$ cat config.mk
export PLATFORM = sky130hd
export DESIGN_NAME = uart_fifo_rx
export DESIGN_NICKNAME = d
export VERILOG_FILES = /design/src/rtl/uart_rx_pkg.sv /design/src/rtl/uart_rx_framer.sv /design/src/rtl/uart_rx_fifo.sv /design/src/rtl/uart_rx_flags.sv /design/src/rtl/uart_fifo_rx.sv
export SDC_FILE = /design/constraint.sdc
export NUM_CORES = 1
export LEC_CHECK = 0
export BUFFER_PORTS_ARGS = -buffer_cell sky130_fd_sc_hd__buf_2
export CAP_MARGIN = 20
export CORE_ASPECT_RATIO = 1.75
export CORE_UTILIZATION = 45
export DETAILED_ROUTE_END_ITERATION = 6
export PLACE_DENSITY_LB_ADDON = 0.25
export SYNTH_ARGS = -nofsm -noshare
export SYNTH_HDL_FRONTEND = slang
export SYNTH_SLANG_ARGS = --single-unit
$ cat constraint.sdc
create_clock -name clk -period 3.8 [get_ports clk]
set_input_delay 0.57 -clock clk [delete_from_list [all_inputs] [get_ports clk]]
set_output_delay 0.57 -clock clk [all_outputs]
set_load 0.01 [all_outputs]
$ cat src/rtl/uart_rx_pkg.sv
package uart_rx_pkg;

  typedef enum logic [2:0] {
    S_IDLE,
    S_START,
    S_DATA,
    S_PAR,
    S_STOP1,
    S_STOP2
  } rx_state_e;

  localparam int FLG_TRIG  = 0;
  localparam int FLG_READY = 1;
  localparam int FLG_ERR   = 2;
  localparam int FLG_BRK   = 3;
  localparam int FLG_OVR   = 4;
  localparam int FLG_N     = 5;

  typedef struct packed {
    logic len7;
    logic par_en;
    logic par_odd;
    logic two_stop;
  } frame_cfg_t;

  function automatic int trig_level(input logic [1:0] code);
    case (code)
      2'd0:    return 1;
      2'd1:    return 4;
      2'd2:    return 8;
      default: return 14;
    endcase
  endfunction

endpackage

$ cat src/rtl/uart_rx_framer.sv
module uart_rx_framer
  import uart_rx_pkg::*;
#(
  parameter int DATA_W = 8,
  parameter int OVS    = 16
) (
  input  logic              clk,
  input  logic              rst,
  input  logic              tick,
  input  logic              rx_pin,
  input  frame_cfg_t        cfg,
  output logic              start_seen,
  output logic              frame_done,
  output logic [DATA_W-1:0] frame_data,
  output logic              frame_perr,
  output logic              frame_ferr,
  output logic              frame_brk
);

  localparam int CW = $clog2(OVS);
  localparam int BW = $clog2(DATA_W);
  localparam logic [CW-1:0] MID  = CW'(OVS / 2 - 1);
  localparam logic [CW-1:0] LAST = CW'(OVS - 1);

  logic [1:0]        sync;
  logic              rx;
  logic              rx_last;
  rx_state_e         st;
  logic [CW-1:0]     tcnt;
  logic [BW-1:0]     bidx;
  logic [BW-1:0]     blast;
  logic [DATA_W-1:0] shreg;
  logic              par_acc;
  logic              any_one;
  logic              perr_q;

  assign rx    = sync[1];
  assign blast = cfg.len7 ? BW'(DATA_W - 2) : BW'(DATA_W - 1);

  always_ff @(posedge clk) begin
    if (rst) begin
      sync       <= 2'b11;
      rx_last    <= 1'b1;
      st         <= S_IDLE;
      tcnt       <= '0;
      bidx       <= '0;
      shreg      <= '0;
      par_acc    <= 1'b0;
      any_one    <= 1'b0;
      perr_q     <= 1'b0;
      start_seen <= 1'b0;
      frame_done <= 1'b0;
      frame_data <= '0;
      frame_perr <= 1'b0;
      frame_ferr <= 1'b0;
      frame_brk  <= 1'b0;
    end else begin
      sync       <= {sync[0], rx_pin};
      start_seen <= 1'b0;
      frame_done <= 1'b0;
      if (tick) begin
        rx_last <= rx;
        tcnt    <= tcnt + 1'b1;
        case (st)
          S_IDLE: begin
            tcnt <= '0;
            if (rx_last && !rx) st <= S_START;
          end
          S_START: begin
            if (tcnt == MID) begin
              tcnt <= '0;
              if (!rx) begin
                st         <= S_DATA;
                start_seen <= 1'b1;
                bidx       <= '0;
                shreg      <= '0;
                par_acc    <= 1'b0;
                any_one    <= 1'b0;
                perr_q     <= 1'b0;
              end else begin
                st <= S_IDLE;
              end
            end
          end
          S_DATA: begin
            if (tcnt == LAST) begin
              tcnt        <= '0;
              shreg[bidx] <= rx;
              par_acc     <= par_acc ^ rx;
              any_one     <= any_one | rx;
              if (bidx == blast) st <= cfg.par_en ? S_PAR : S_STOP1;
              else               bidx <= bidx + 1'b1;
            end
          end
          S_PAR: begin
            if (tcnt == LAST) begin
              tcnt    <= '0;
              perr_q  <= (par_acc ^ rx) != cfg.par_odd;
              any_one <= any_one | rx;
              st      <= S_STOP1;
            end
          end
          S_STOP1: begin
            if (tcnt == LAST) begin
              tcnt       <= '0;
              frame_data <= shreg;
              frame_perr <= perr_q;
              frame_ferr <= !rx;
              frame_brk  <= !any_one && !rx;
              if (cfg.two_stop) begin
                st <= S_STOP2;
              end else begin
                st         <= S_IDLE;
                frame_done <= 1'b1;
              end
            end
          end
          S_STOP2: begin
            if (tcnt == LAST) begin
              tcnt       <= '0;
              st         <= S_IDLE;
              frame_done <= 1'b1;
            end
          end
          default: st <= S_IDLE;
        endcase
      end
    end
  end

endmodule

$ cat src/rtl/uart_rx_fifo.sv
module uart_rx_fifo #(
  parameter  int W     = 10,
  parameter  int DEPTH = 16,
  localparam int AW    = $clog2(DEPTH),
  localparam int LW    = $clog2(DEPTH + 1)
) (
  input  logic          clk,
  input  logic          rst,
  input  logic          wr_en,
  input  logic [W-1:0]  din,
  input  logic          rd_en,
  output logic [W-1:0]  dout,
  output logic [LW-1:0] level,
  output logic          full
);

  logic [W-1:0]  mem [DEPTH];
  logic [AW-1:0] wptr;
  logic [AW-1:0] rptr;
  logic          do_wr;
  logic          do_rd;

  assign full  = (level == LW'(DEPTH));
  assign do_wr = wr_en && !full;
  assign do_rd = rd_en && (level != '0);

  function automatic logic [AW-1:0] bump(input logic [AW-1:0] p);
    return (p == AW'(DEPTH - 1)) ? '0 : p + 1'b1;
  endfunction

  always_ff @(posedge clk) begin
    if (do_wr) mem[wptr] <= din;
  end

  always_ff @(posedge clk) begin
    if (rst) begin
      dout <= '0;
    end else if (do_rd) begin
      dout <= mem[rptr];
    end
  end

  always_ff @(posedge clk) begin
    if (rst) begin
      wptr  <= '0;
      rptr  <= '0;
      level <= '0;
    end else begin
      if (do_wr) wptr <= bump(wptr);
      if (do_rd) rptr <= bump(rptr);
      case ({do_wr, do_rd})
        2'b10:   level <= level + 1'b1;
        2'b01:   level <= level - 1'b1;
        default: level <= level;
      endcase
    end
  end

endmodule

$ cat src/rtl/uart_rx_flags.sv
module uart_rx_flags
  import uart_rx_pkg::*;
#(
  parameter  int DEPTH   = 16,
  parameter  int OVS     = 16,
  parameter  int TO_BITS = 15,
  localparam int LW      = $clog2(DEPTH + 1),
  localparam int TO_LIM  = TO_BITS * OVS,
  localparam int TW      = $clog2(TO_LIM + 1)
) (
  input  logic             clk,
  input  logic             rst,
  input  logic             tick,
  input  logic             start_seen,
  input  logic             frame_done,
  input  logic             frame_perr,
  input  logic             frame_ferr,
  input  logic             frame_brk,
  input  logic [LW-1:0]    level,
  input  logic             fifo_full,
  input  logic [1:0]       trig_sel,
  input  logic [FLG_N-1:0] clr,
  input  logic             ie_data,
  input  logic             ie_err,
  output logic             wr_accept,
  output logic [FLG_N-1:0] flags,
  output logic             irq_data,
  output logic             irq_err,
  output logic             irq_brk
);

  logic [TW-1:0]    idle_cnt;
  logic [FLG_N-1:0] set_v;
  int               thr;
  logic             at_thr;

  assign thr    = trig_level(trig_sel);
  assign at_thr = int'(level) >= thr;

  assign wr_accept = frame_done && !frame_brk && !fifo_full
                     && !flags[FLG_OVR] && !flags[FLG_BRK];

  always_comb begin
    set_v            = '0;
    set_v[FLG_TRIG]  = at_thr;
    set_v[FLG_READY] = (idle_cnt == TW'(TO_LIM)) && (level != '0) && !at_thr;
    set_v[FLG_ERR]   = frame_done && (frame_perr || frame_ferr);
    set_v[FLG_BRK]   = frame_done && frame_brk;
    set_v[FLG_OVR]   = frame_done && !frame_brk && fifo_full;
  end

  always_ff @(posedge clk) begin
    if (rst) begin
      idle_cnt <= '0;
    end else if (start_seen) begin
      idle_cnt <= '0;
    end else if (tick && idle_cnt != TW'(TO_LIM)) begin
      idle_cnt <= idle_cnt + 1'b1;
    end
  end

  always_ff @(posedge clk) begin
    if (rst) begin
      flags    <= '0;
      irq_data <= 1'b0;
      irq_err  <= 1'b0;
      irq_brk  <= 1'b0;
    end else begin
      flags    <= (flags & ~clr) | set_v;
      irq_data <= ie_data && (flags[FLG_TRIG] || flags[FLG_READY]);
      irq_err  <= (ie_data || ie_err) && flags[FLG_ERR];
      irq_brk  <= (ie_data || ie_err) && (flags[FLG_BRK] || flags[FLG_OVR]);
    end
  end

endmodule

$ cat src/rtl/uart_fifo_rx.sv
module uart_fifo_rx
  import uart_rx_pkg::*;
#(
  parameter  int DATA_W  = 8,
  parameter  int DEPTH   = 16,
  parameter  int OVS     = 16,
  parameter  int TO_BITS = 15,
  localparam int LW      = $clog2(DEPTH + 1),
  localparam int EW      = DATA_W + 2
) (
  input  logic             clk,
  input  logic             rst,
  input  logic             rx_pin,
  input  logic             tick16,
  input  logic             cfg_len7,
  input  logic             cfg_par_en,
  input  logic             cfg_par_odd,
  input  logic             cfg_two_stop,
  input  logic [1:0]       cfg_trig,
  input  logic             rd_en,
  output logic [DATA_W-1:0] rd_data,
  output logic             rd_perr,
  output logic             rd_ferr,
  output logic [LW-1:0]    rx_level,
  output logic [FLG_N-1:0] flags,
  input  logic [FLG_N-1:0] flag_clr,
  input  logic             ie_data,
  input  logic             ie_err,
  output logic             irq_data,
  output logic             irq_err,
  output logic             irq_brk
);

  frame_cfg_t        cfg;
  logic              start_seen;
  logic              frame_done;
  logic [DATA_W-1:0] frame_data;
  logic              frame_perr;
  logic              frame_ferr;
  logic              frame_brk;
  logic              wr_accept;
  logic              fifo_full;
  logic [EW-1:0]     fifo_dout;

  assign cfg = '{len7: cfg_len7, par_en: cfg_par_en,
                 par_odd: cfg_par_odd, two_stop: cfg_two_stop};

  uart_rx_framer #(.DATA_W(DATA_W), .OVS(OVS)) u_framer (
    .clk        (clk),
    .rst        (rst),
    .tick       (tick16),
    .rx_pin     (rx_pin),
    .cfg        (cfg),
    .start_seen (start_seen),
    .frame_done (frame_done),
    .frame_data (frame_data),
    .frame_perr (frame_perr),
    .frame_ferr (frame_ferr),
    .frame_brk  (frame_brk)
  );

  uart_rx_fifo #(.W(EW), .DEPTH(DEPTH)) u_fifo (
    .clk   (clk),
    .rst   (rst),
    .wr_en (wr_accept),
    .din   ({frame_perr, frame_ferr, frame_data}),
    .rd_en (rd_en),
    .dout  (fifo_dout),
    .level (rx_level),
    .full  (fifo_full)
  );

  uart_rx_flags #(.DEPTH(DEPTH), .OVS(OVS), .TO_BITS(TO_BITS)) u_flags (
    .clk        (clk),
    .rst        (rst),
    .tick       (tick16),
    .start_seen (start_seen),
    .frame_done (frame_done),
    .frame_perr (frame_perr),
    .frame_ferr (frame_ferr),
    .frame_brk  (frame_brk),
    .level      (rx_level),
    .fifo_full  (fifo_full),
    .trig_sel   (cfg_trig),
    .clr        (flag_clr),
    .ie_data    (ie_data),
    .ie_err     (ie_err),
    .wr_accept  (wr_accept),
    .flags      (flags),
    .irq_data   (irq_data),
    .irq_err    (irq_err),
    .irq_brk    (irq_brk)
  );

  assign rd_data = fifo_dout[DATA_W-1:0];
  assign rd_ferr = fifo_dout[DATA_W];
  assign rd_perr = fifo_dout[DATA_W+1];

endmodule

After elaboration in Yosys (flattened, before gate mapping)

Memory sizes are Yosys's and may differ from the RTL's. A register that Yosys moved wholly into a read port is not among the register bits.
Index checks and enable logic that the tools add are counted.

Output and inout bits: 23
Input bits: 18
Memories kept: 1
Bits in writable memories: 160
Register bits: 66

Bitwise operators: 8
Add/sub/neg operators: 7
Reduce and logical (&&, ||, !) cells: 47
Mux-type cells: 46
Eq/ne operators: 28
Order comparisons: 3

Memories:

| memory     | words | bits a word | read ports | clocked after memory_dff | write ports | RTL line           | text |
|---|---|---|---|---|---|---|---|
| u_fifo.mem | 16    | 10          | 1          | 1                        | 1           | uart_rx_fifo.sv:17 | `logic [W-1:0] mem [DEPTH];` |

Operators with widths:

| kind                | number |
|---|---|
| $mux 3              | 13 |
| $mux 8              | 3 |
| $pmux 4 s3          | 2 |
| $logic_and 1x1->1   | 18 |
| $pmux 3 s6          | 1 |
| $mux 4              | 4 |
| $ne 2x1->1 const B  | 8 |
| $pmux 8 s2          | 1 |
| $reduce_and 5->1    | 3 |
| $mux 1              | 13 |
| $add 4x1->4 const B | 3 |
| $eq 4x4->1 const B  | 3 |
| $pmux 5 s2          | 1 |
| $add 8x1->8 const B | 1 |
| $bwmux 8            | 1 |
| $eq 8x8->1 const B  | 1 |
| $ne 8x8->1 const B  | 1 |
| $pmux 1 s2          | 4 |
| $reduce_and 8->1    | 1 |
| $reduce_bool 2->1   | 4 |
| $reduce_or 4->1     | 2 |
| $logic_not 1->1     | 7 |
| $eq 3x2->1 const B  | 2 |
| $eq 3x3->1 const B  | 2 |
| 30 further kinds    | 40 |

Longest topological paths before layout

Gate-level depths: netlist of the first run.

Word-level depth: 8
Depth in mapped cells: 13
Mapped depth without buffers: 11

Modules after synthesis

Synthesis of the first run repeated with hierarchy kept, for this count alone.

Cells, all modules: 699
Area total of the unflattened synthesis: 10023.4 um^2

Modules (own cells, without submodules):

| module         | instances | cells each | area each (um^2) | seq. area each (um^2) |
|---|---|---|---|---|
| uart_rx_fifo   | 1         | 381        | 7221.9           | 5265.0 |
| uart_rx_framer | 1         | 225        | 1979.4           | 740.7 |
| uart_rx_flags  | 1         | 93         | 822.0            | 320.3 |

Least setup slack after synthesis of the first run

OpenSTA, ideal clock, no wires.

Path type: register -> register
From: register u_fifo.level[1]
To: register u_fifo.level[4]
Library setup time: 128 ps
Data required time: 3672 ps
Path buffers: 2
Arrival time: 2815 ps
Cell stages (with the launch flop): 14
Period minus slack after synthesis: 2943 ps
Path slack: 857 ps
Cell sequence: dfxtp_1 -> buf_2 -> or4_4 -> o21ai_4 -> inv_2 -> buf_2 -> ha_1 -> xor2_1 -> ha_1 -> nor2b_1 -> o32a_1 -> a31oi_1 -> xnor2_1 -> nor2_1

RTL lines:

| what                                                   | RTL line           | text |
|---|---|---|
| start: declaration                                     | uart_rx_fifo.sv:13 | `output logic [LW-1:0] level,` |
| start signal: assignment                               | uart_rx_fifo.sv:52 | `2'b10: level <= level + 1'b1;` |
| start signal: assignment                               | uart_rx_fifo.sv:53 | `2'b01: level <= level - 1'b1;` |
| start signal: assignment                               | uart_rx_fifo.sv:54 | `default: level <= level;` |
| $reduce_bool 5->1 (*)                                  | uart_rx_fifo.sv:25 | `assign do_rd = rd_en && (level != '0);` |
| $logic_and 1x1->1 (*)                                  | uart_rx_fifo.sv:25 |  |
| via u_fifo.do_rd                                       | uart_rx_fifo.sv:21 | `logic do_rd;` |
| $eq 2x1->1 / $eq 2x2->1 (equally long branches)        | uart_rx_fifo.sv:51 | `case ({do_wr, do_rd})` |
| $pmux 5 s2 / $reduce_bool 2->1 (equally long branches) | -                  |  |

Mark *: on every way through the listed nets, which the timed path passes. The rest lies on a longest branch.
A chain may end at the register's enable or synchronous reset.

Worst setup path after layout of the first run

From: register u_fifo.level[1]
To: register u_fifo.level[4]

Word-level cells in the longest chain between the ends: 8

Ends and longest elaborated chain:

| what                                                   | RTL line                                | text |
|---|---|---|
| $eq 5x5->1                                             | uart_rx_fifo.sv:23                      | `assign full = (level == LW'(DEPTH));` |
| $logic_not 1->1                                        | uart_rx_fifo.sv:24, uart_rx_flags.sv:40 |  |
| $logic_and 1x1->1                                      | uart_rx_flags.sv:40                     | `assign wr_accept = frame_done && !frame_brk && !fifo_full` |
| $logic_and 1x1->1 (2 in a row)                         | uart_rx_flags.sv:41                     | `&& !flags[FLG_OVR] && !flags[FLG_BRK];` |
| $logic_and 1x1->1                                      | uart_rx_fifo.sv:24                      | `assign do_wr = wr_en && !full;` |
| $eq 2x1->1 / $eq 2x2->1 (equally long branches)        | uart_rx_fifo.sv:51                      |  |
| $pmux 5 s2 / $reduce_bool 2->1 (equally long branches) | -                                       |  |

Several ways; a longest one is shown, not always the timed one.

==> metrics.md, run 1 <==
| Metric | Value |
|---|---|
| Placed inst area | 0.0101 mm² |
| Core area | 0.0210 mm² |
| Row Count | 70 |
| Sw Share | 19.8% |
| Synth area leader | edfxtp_1 |
| Vias/cell | 5.68 |
| Achievable Freq | 328 MHz |
| Gate power share | 1.9% |
| Hold WS | 0.247 ns |
| # IOs | 41 |
| Worst Path Arrival | 3.42 ns |
| Slew Limit Fails | 0 |
| Drt pass-1 iters | 5 |
| NumNets Final | 771 |
| Hold_buf cts | 0 |
| Post-Syn Area per Cell | 13.8 µm² |
| Fin Clk Skew | 0.0214 ns |
| Power Density | 452 mW/mm² |
| WP buf/inv | 1 |
| Startpoint Class | flop |
| Worst slew pin tran | 1.05 ns |
| GR Overflow Total | 0 |
| Status | finished, final reports clean |
| GRT Overall Usage | 18.5% |
| Die Footprint | 0.0222 mm² |
| Routability congestion estimate | 0.799 |
| Most frequent cells after synthesis | 160 x edfxtp_1, 76 x dfxtp_1, 66 x nor2_1, 41 x o21ai_0, 33 x mux2i_1 |
| Worst hold path class | in -> reg |
| Chip height | 197 µm |
| Synthesized cell area | 0.00974 mm² |
| Sequential share of power | 56.0% |
| Initial drt markers | 242 |
| Int Pwr | 3.92 mW |
| Routed wire length per instance | 19.5 µm |
| H-tree depth | 1 |
| Layout area overhead | 11.0% |
| Fin area | 0.0108 mm² |
| Clk buf depth | 3 |
| TNS Setup | 0 ns |
| Post-cts resize count | 0 |
| Remaining DRCs | 0 |
| Post-synth EDFFs | 160 |
| CP Cell Sequence | or4_4 > o21ai_4 > inv_2 > ha_1 > xor2_1 > ha_1 > nor2b_1 > o32a_1 > a31oi_1 > xnor2_1 > nor2_1 |
| Most frequent CP cell | ha_1 |
| ANT cells | 0 |
| Sw power | 966 µW |
| Clock sink total | 236 |
| Remaining antenna violation count | 0 |
| Top cells by area, synth | edfxtp_1 49%, dfxtp_1 16%, mux4_2 6.9%, mux2i_1 3.4%, nor2_1 2.5% |
| Routed vias | 5,705 |
| Syn nets | 738 |
| Max-Cap Viols | 0 |
| # Post-CTS Setup Buffers | 0 |
| Initial core utilization | 46.3% |
| Post-DP HPWL | 13,100 µm |
| Crit path max-delay family | simple AND/OR/NAND/NOR gates |
| Final worst-path cycle share | 80.3% |
| Number of clock buffers inserted by TritonCTS | 21 |
| Fin crit period | 3.05 ns |
| Largest vdd supply drop | 0.000304 V |
| Sequential area share after synthesis | 65.0% |
| CP max-delay cell | or4_4 |
| Yosys reg bits | 236 |
| Leak pwr | 3.26 nW |
| Setup Crit Path Kind | reg -> reg |
| Relative slew slack | 29.9% |
| Most frequent cell after synthesis | edfxtp_1 |
| Die Wd | 113 µm |
| CTS tree | built |
| Crit end category | flop |
| Clock transition at path regs | 0.07 ns |
| Synth cell types | 62 |
| Unrepaired setup endpoints after global routing | false |
| Final setup violation count | 0 |
| Vias in the first global route | 5,941 |
| First-pass GRT wire length | 31,900 µm |
| Commonest register cell after synthesis | edfxtp_1 |
| Yosys warnings | 0 |
| Layout cells sized above 1 | 17.0% |
| Largest net degree at the start of global routing | 49 |
| WP data required | 4.17 ns |
| Drt total wl | 19,600 µm |
| CTS root buffer | clkbuf_16 |
| IO buf count | 40 |
| Antenna violations before repair | 0 |
| Post-synthesis cell count | 704 |
| Final Hold Fails | 0 |
| Share of the synthesized area in the top cell type | 49.4% |
| Ys async rst share | 0% |
| Clock Latency Late Sink | 0.50 ns |
| Critical Path Max Stage Delay | 0.58 ns |
| CP max FO | 26 |
| Clock share of power | 42.1% |
## flip-flops by register name (all words and copies together), names as in the netlist, 4 cells and up
signal               cells
u_framer.frame_data      8
u_framer.shreg           8
u_fifo.rptr              4
u_fifo.dout             10
u_flags.flags            5
u_framer.tcnt            4
u_fifo.level             5
u_fifo.wptr              4
u_flags.idle_cnt         8
u_fifo.mem             160
## layout by cell type (no fill, tap or decap), drive strengths merged, types with 6 or more instances in the layout
cell	n
a21oi	31
nand3	12
edfxtp	160
clkinv	8
buf	52
mux4	30
dfxtp	76
a22oi	12
clkbuf	25
ha	16
xnor2	8
nor3	13
a221oi	10
nand2	25
nand2b	12
a31oi	16
mux2i	33
nor2	66
o21ai	43
xor2	9
inv	20
nor2b	8
nand4	6
## stage by stage
stage                     worst slack, ns  std cells  power [mW]  util [%]
after floorplan                     0.857        704        2.86         -
after global placement              0.832        966        2.88      48.3
after detailed placement            0.729        966        2.88      48.3
after global routing                0.547       1004        5.03      51.4
final                               0.747       1004        4.88      51.4
after CTS                           0.726       1004        4.93      51.4
## cell families after synthesis
logic type | synth area share (%)
and+or+nand+nor | 8.89
buffers and inverters | 2.79
AOI/OAI and AO/OA | 9.42
muxes | 10.3
DFF | 65.0
adders and majority gates | 2.06
xor gates and xnor gates | 1.53
## worst reg2reg max path, delay by kind of cell (launching register included)
| kind | cells | cell delay (ns) |
|---|---|---|
| AO/OA/AOI/OAI | 3 | 0.65 |
| XOR/XNOR | 2 | 0.32 |
| adder cells (fa/ha/maj) | 2 | 0.58 |
| buffers and inverters | 1 | 0.20 |
| flip-flops | 1 | 0.42 |
| AND/OR/NAND/NOR | 3 | 0.78 |
## layout make-up
cell class / instances / area, µm²
fill: 1802 / 10200
sequential: 236 / 6330
multi-input combinational: 407 / 3140
clock buffer: 25 / 541
tap: 252 / 315
timing repair buffer: 52 / 290
clock inverter: 13 / 121
inverter: 19 / 71.3
## routing by layer
metal / vias to the layer above / GRT usage (%) / part of all wire, %
li1: 2737 / - / -
met1: 2810 / 21.6 / 40
met2: 124 / 34.6 / 53
met3: 34 / 2.43 / 3.8
met4: 0 / 6.24 / 2.8
met5: - / 0 / 0
## power groups by stage
stage / registers [mW] / clock network [mW] / logic (mW)
detailed placement: 2.79 / 0 / 0.0950
global route: 2.73 / 2.19 / 0.106
finish: 2.73 / 2.05 / 0.0950
global placement: 2.79 / 0 / 0.0912
CTS: 2.73 / 2.10 / 0.0954
floorplan: 2.78 / 0 / 0.0773
## final timing paths
check	start	slack (ns)	endpoint	depth (start not counted)
setup / recovery	u_fifo.level[1]	0.75	u_fifo.level[4]	11
hold / removal	rx_pin	0.25	u_framer.sync[0]	2
setup reg to reg	u_fifo.level[1]	0.75	u_fifo.level[4]	11
hold reg to reg	u_framer.sync[0]	0.41	u_framer.sync[1]	1
No activity file was read; power rests on OpenSTA's default activity.
==> inputs of run 2 (changes only) <==
--- a/config.mk
+++ b/config.mk
@@ -5,6 +5,7 @@
 export SDC_FILE = /design/constraint.sdc
 export NUM_CORES = 1
 export LEC_CHECK = 0
+export ABC_AREA = 1
 export BUFFER_PORTS_ARGS = -buffer_cell sky130_fd_sc_hd__buf_2
 export CAP_MARGIN = 20
 export CORE_ASPECT_RATIO = 1.75
==> constraint.sdc (replaced) <==
create_clock -name clk -period 2.94 [get_ports clk]
set_input_delay 0.441 -clock clk [delete_from_list [all_inputs] [get_ports clk]]
set_output_delay 0.441 -clock clk [all_outputs]
set_load 0.01 [all_outputs]
==> metrics.md, run 2 <==
| Metric | Value |
|---|---|
| Status | finished, final reports clean |
| Chip height | 201 µm (+2.4%) |
| Worst Hold Depth | 2 (unchanged) |
| Leak pwr | 4.21 nW (+29%) |
| Clock sink total | 236 (unchanged) |
| Layout area overhead | 11.8% |
| Power Density | 764 mW/mm² (+69%) |
| IO buf count | 40 (unchanged) |
| Sequential share of power | 42.9% (-13 points) |
| Largest net degree at the start of global routing | 84 (+71%) |
| Vias in the first global route | 7,345 (+24%) |
| Met3 routed WL | 987 µm (+31%) |
| First-pass GRT wire length | 37,900 µm (+19%) |
| TNS Setup | 0 ns (unchanged) |
| Max-Cap Viols | 0 (unchanged) |
| Fin crit period | 2.27 ns (-0.778 ns) |
| Hold_buf cts | 0 (unchanged) |
| # IOs | 41 (unchanged) |
| Remaining antenna violation count | 0 (unchanged) |
| CTS root buffer | clkbuf_16 |
| Row Count | 72 (+2.9%) |
| Antenna violations before repair | 0 (unchanged) |
| Synth cell types | 36 (-42%) |
| # Post-CTS Setup Buffers | 0 (unchanged) |
| Routability congestion estimate | 0.856 (+7.1%) |
| H-tree depth | 1 (unchanged) |
| Initial drt markers | 393 (+62%) |
| Core Util, Final | 51.5% (+0.057 points) |
| Yosys warnings | 0 (unchanged) |
| M1 wire length | 9040 µm (+16%) |
| Commonest non-fill, non-tap cell in the layout | nor2_1 |
| CTS tree | built |
| Yosys reg bits | 236 (unchanged) |
| Worst hold path class | in -> reg |
| Post-DP HPWL | 15,300 µm (+17%) |
| Top reg by flops | u_fifo.mem |
| Worst slew pin tran | 0.910 ns (-0.137 ns) |
| Relative slew slack | 39.3% (+9.4 points) |
| Sequential area share after synthesis | 62.0% (-3.0 points) |
| Remaining DRCs | 0 (unchanged) |
| Worst r2r path cells | 14 (+3) |
| GRT Overall Usage | 20.8% (+2.3 points) |
| Sw Share | 32.2% (+12 points) |
| Die Footprint | 0.0233 mm² (+4.8%) |
| Top Layer Used | met4 |
| Wire length on met2 | 12,500 µm (+19%) |
| Clk buf depth | 3 (unchanged) |
| WP data required | 3.37 ns (-0.80 ns) |
| Routed vias | 7,417 (+30%) |
| Sw power | 2.80 mW (+190%) |
| Final Hold Fails | 0 (unchanged) |
| Die Wd | 116 µm (+2.3%) |
| Post-synth EDFFs | 160 (unchanged) |
| Regs by FF count | u_fifo.mem: 160 flops, u_fifo.dout: 10 flops |
| Non-Filler Instances | 1,413 (+41%) |
| Int Pwr | 5.91 mW (+51%) |
| Vias/cell | 5.25 (-7.6%) |
| Setup Crit Path Kind | reg -> reg |
| NumNets Final | 1,137 (+47%) |
| Clock Latency Late Sink | 0.49 ns (about the same) |
| Clock transition at path regs | 0.07 ns (about the same) |
| Clock share of power | 32.0% (-10 points) |
| Largest vdd supply drop | 0.000557 V (+83%) |
| Ys async rst share | 0% (unchanged) |
| Syn nets | 1,102 (+49%) |
| Most frequent cells after synthesis | 184 x nor2_1, 171 x nand2_1, 160 x edfxtp_1, 109 x o21ai_0, 98 x nand3_1 |
| Drt total wl | 23,200 µm (+19%) |
| Reg2Reg Setup Slack | 0.67 ns (-0.08 ns) |
| Most frequent cells in the layout | 184 x nor2_1, 171 x nand2_1, 160 x edfxtp_1 |
| Synth area leader | edfxtp_1 |
| Fin area | 0.0114 mm² (+5.5%) |
| Crit end category | flop |
| DP Cell Count | 1,376 (+42%) |
| Share of the synthesized area in the top cell type | 47.1% (-2.3 points) |
| Layout cells sized above 1 | 10.6% (-6.5 points) |
| Unrepaired setup endpoints after global routing | false |
| Placed inst area | 0.0107 mm² (+5.5%) |
| Top cells by area, synth | edfxtp_1 47%, dfxtp_1 15%, nor2_1 6.8%, nand2_1 6.3%, o21ai_0 5.3% |
| Slew Limit Fails | 0 (unchanged) |
| Gate power share | 25.1% (+23 points) |
| Startpoint Class | flop |
| Synthesized cell area | 0.0102 mm² (+4.8%) |
| Commonest register cell after synthesis | edfxtp_1 |
| Final setup violation count | 0 (unchanged) |
| Post-cts resize count | 0 (unchanged) |
| ANT cells | 0 (unchanged) |
| CP max FO | 8 (-69%) |
| Routed wire length per instance | 16.4 µm (-16%) |
| Largest register FFs | 160 (unchanged) |
| Fin Clk Skew | 0.00708 ns (-0.0144 ns) |
| Post-Syn Area per Cell | 9.56 µm² (-31%) |
| Core area | 0.0222 mm² (+5.4%) |
| Drt pass-1 iters | 5 (unchanged) |
| Most frequent cell after synthesis | nor2_1 |
| Achievable Freq | 440 MHz (+34%) |
| GR Overflow Total | 0 (unchanged) |
| Initial core utilization | 46.1% (-0.26 points) |
| Number of clock buffers inserted by TritonCTS | 21 (unchanged) |
| Worst Path Arrival | 2.70 ns (-0.72 ns) |
| Final worst-path cycle share | 77.4% (-3.0 points) |
| Post-synthesis cell count | 1,068 (+52%) |
run 2: changes by cell type in the layout (fill, tap and decap cells not counted), moves of 30 or more:
cell,before,now
mux4_2,30,0
nand3_1,12,98
o21ai_0,41,109
nand2_1,25,171
a21oi_1,31,66
inv_1,18,67
mux2i_1,33,0
nor2_1,66,184
run 2: routing by layer:
metal | vias to the layer above | global-route usage (%)
met5 | - | 0
met4 | 0 | 7.46
met3 | 37 | 2.05
met1 | 3508 | 24.3
li1 | 3703 | -
met2 | 169 | 38.5
run 2: cells by family after synthesis:
family	count (synthesis)	synth area share (%)
fa+ha+maj	16	1.96
flops	236	62.0
simple gates	498	20.9
xor+xnor	9	0.772
compound gates	183	9.11
buf+inv	126	5.28
run 2: power groups by stage:
stage	Sequential [mW]	Clock, mW	Combinational [mW]
CTS	3.73	2.84	2.22
detailed placement	3.80	0	2.20
global route	3.75	2.97	2.49
floorplan	3.83	0	1.51
global placement	3.80	0	2.18
finish	3.73	2.79	2.19
run 2: stage by stage:
step	setup slack, ns	hold WS (ns)	total power, mW
detailed placement	0.654	0.397	6.01
global placement	0.745	0.392	5.98
finish	0.666	0.128	8.71
global route	0.363	0.126	9.20
floorplan	0.665	0.389	5.34
CTS	0.622	0.117	8.79
run 2: final timing paths:
kind	from	endpoint
min	rx_pin	u_framer.sync[0]
max	u_fifo.level[3]	u_fifo.level[4]
max reg2reg	u_fifo.level[3]	u_fifo.level[4]
min reg2reg	u_framer.sync[0]	u_framer.sync[1]
run 2: final cells by class:
type	count	area, µm²
fill	2069	10800
clock buffer	26	574
multi-input combinational	706	3340
timing repair buffer	63	385
tap	296	370
sequential	236	6330
inverter	75	282
clock inverter	11	125
run 2: worst max-delay path, stage by stage (launching register included):
cell,delay (ns)
dfxtp_1,0.36
nor2_1,0.16
nand4_1,0.14
nand2_1,0.26
ha_1,0.34
xor2_1,0.22
ha_1,0.17
inv_1,0.03
nand2_1,0.09
nand3_1,0.10
nand2_1,0.07
nand2_1,0.05
nand2_1,0.05
nand2_1,0.05
a21oi_1,0.10
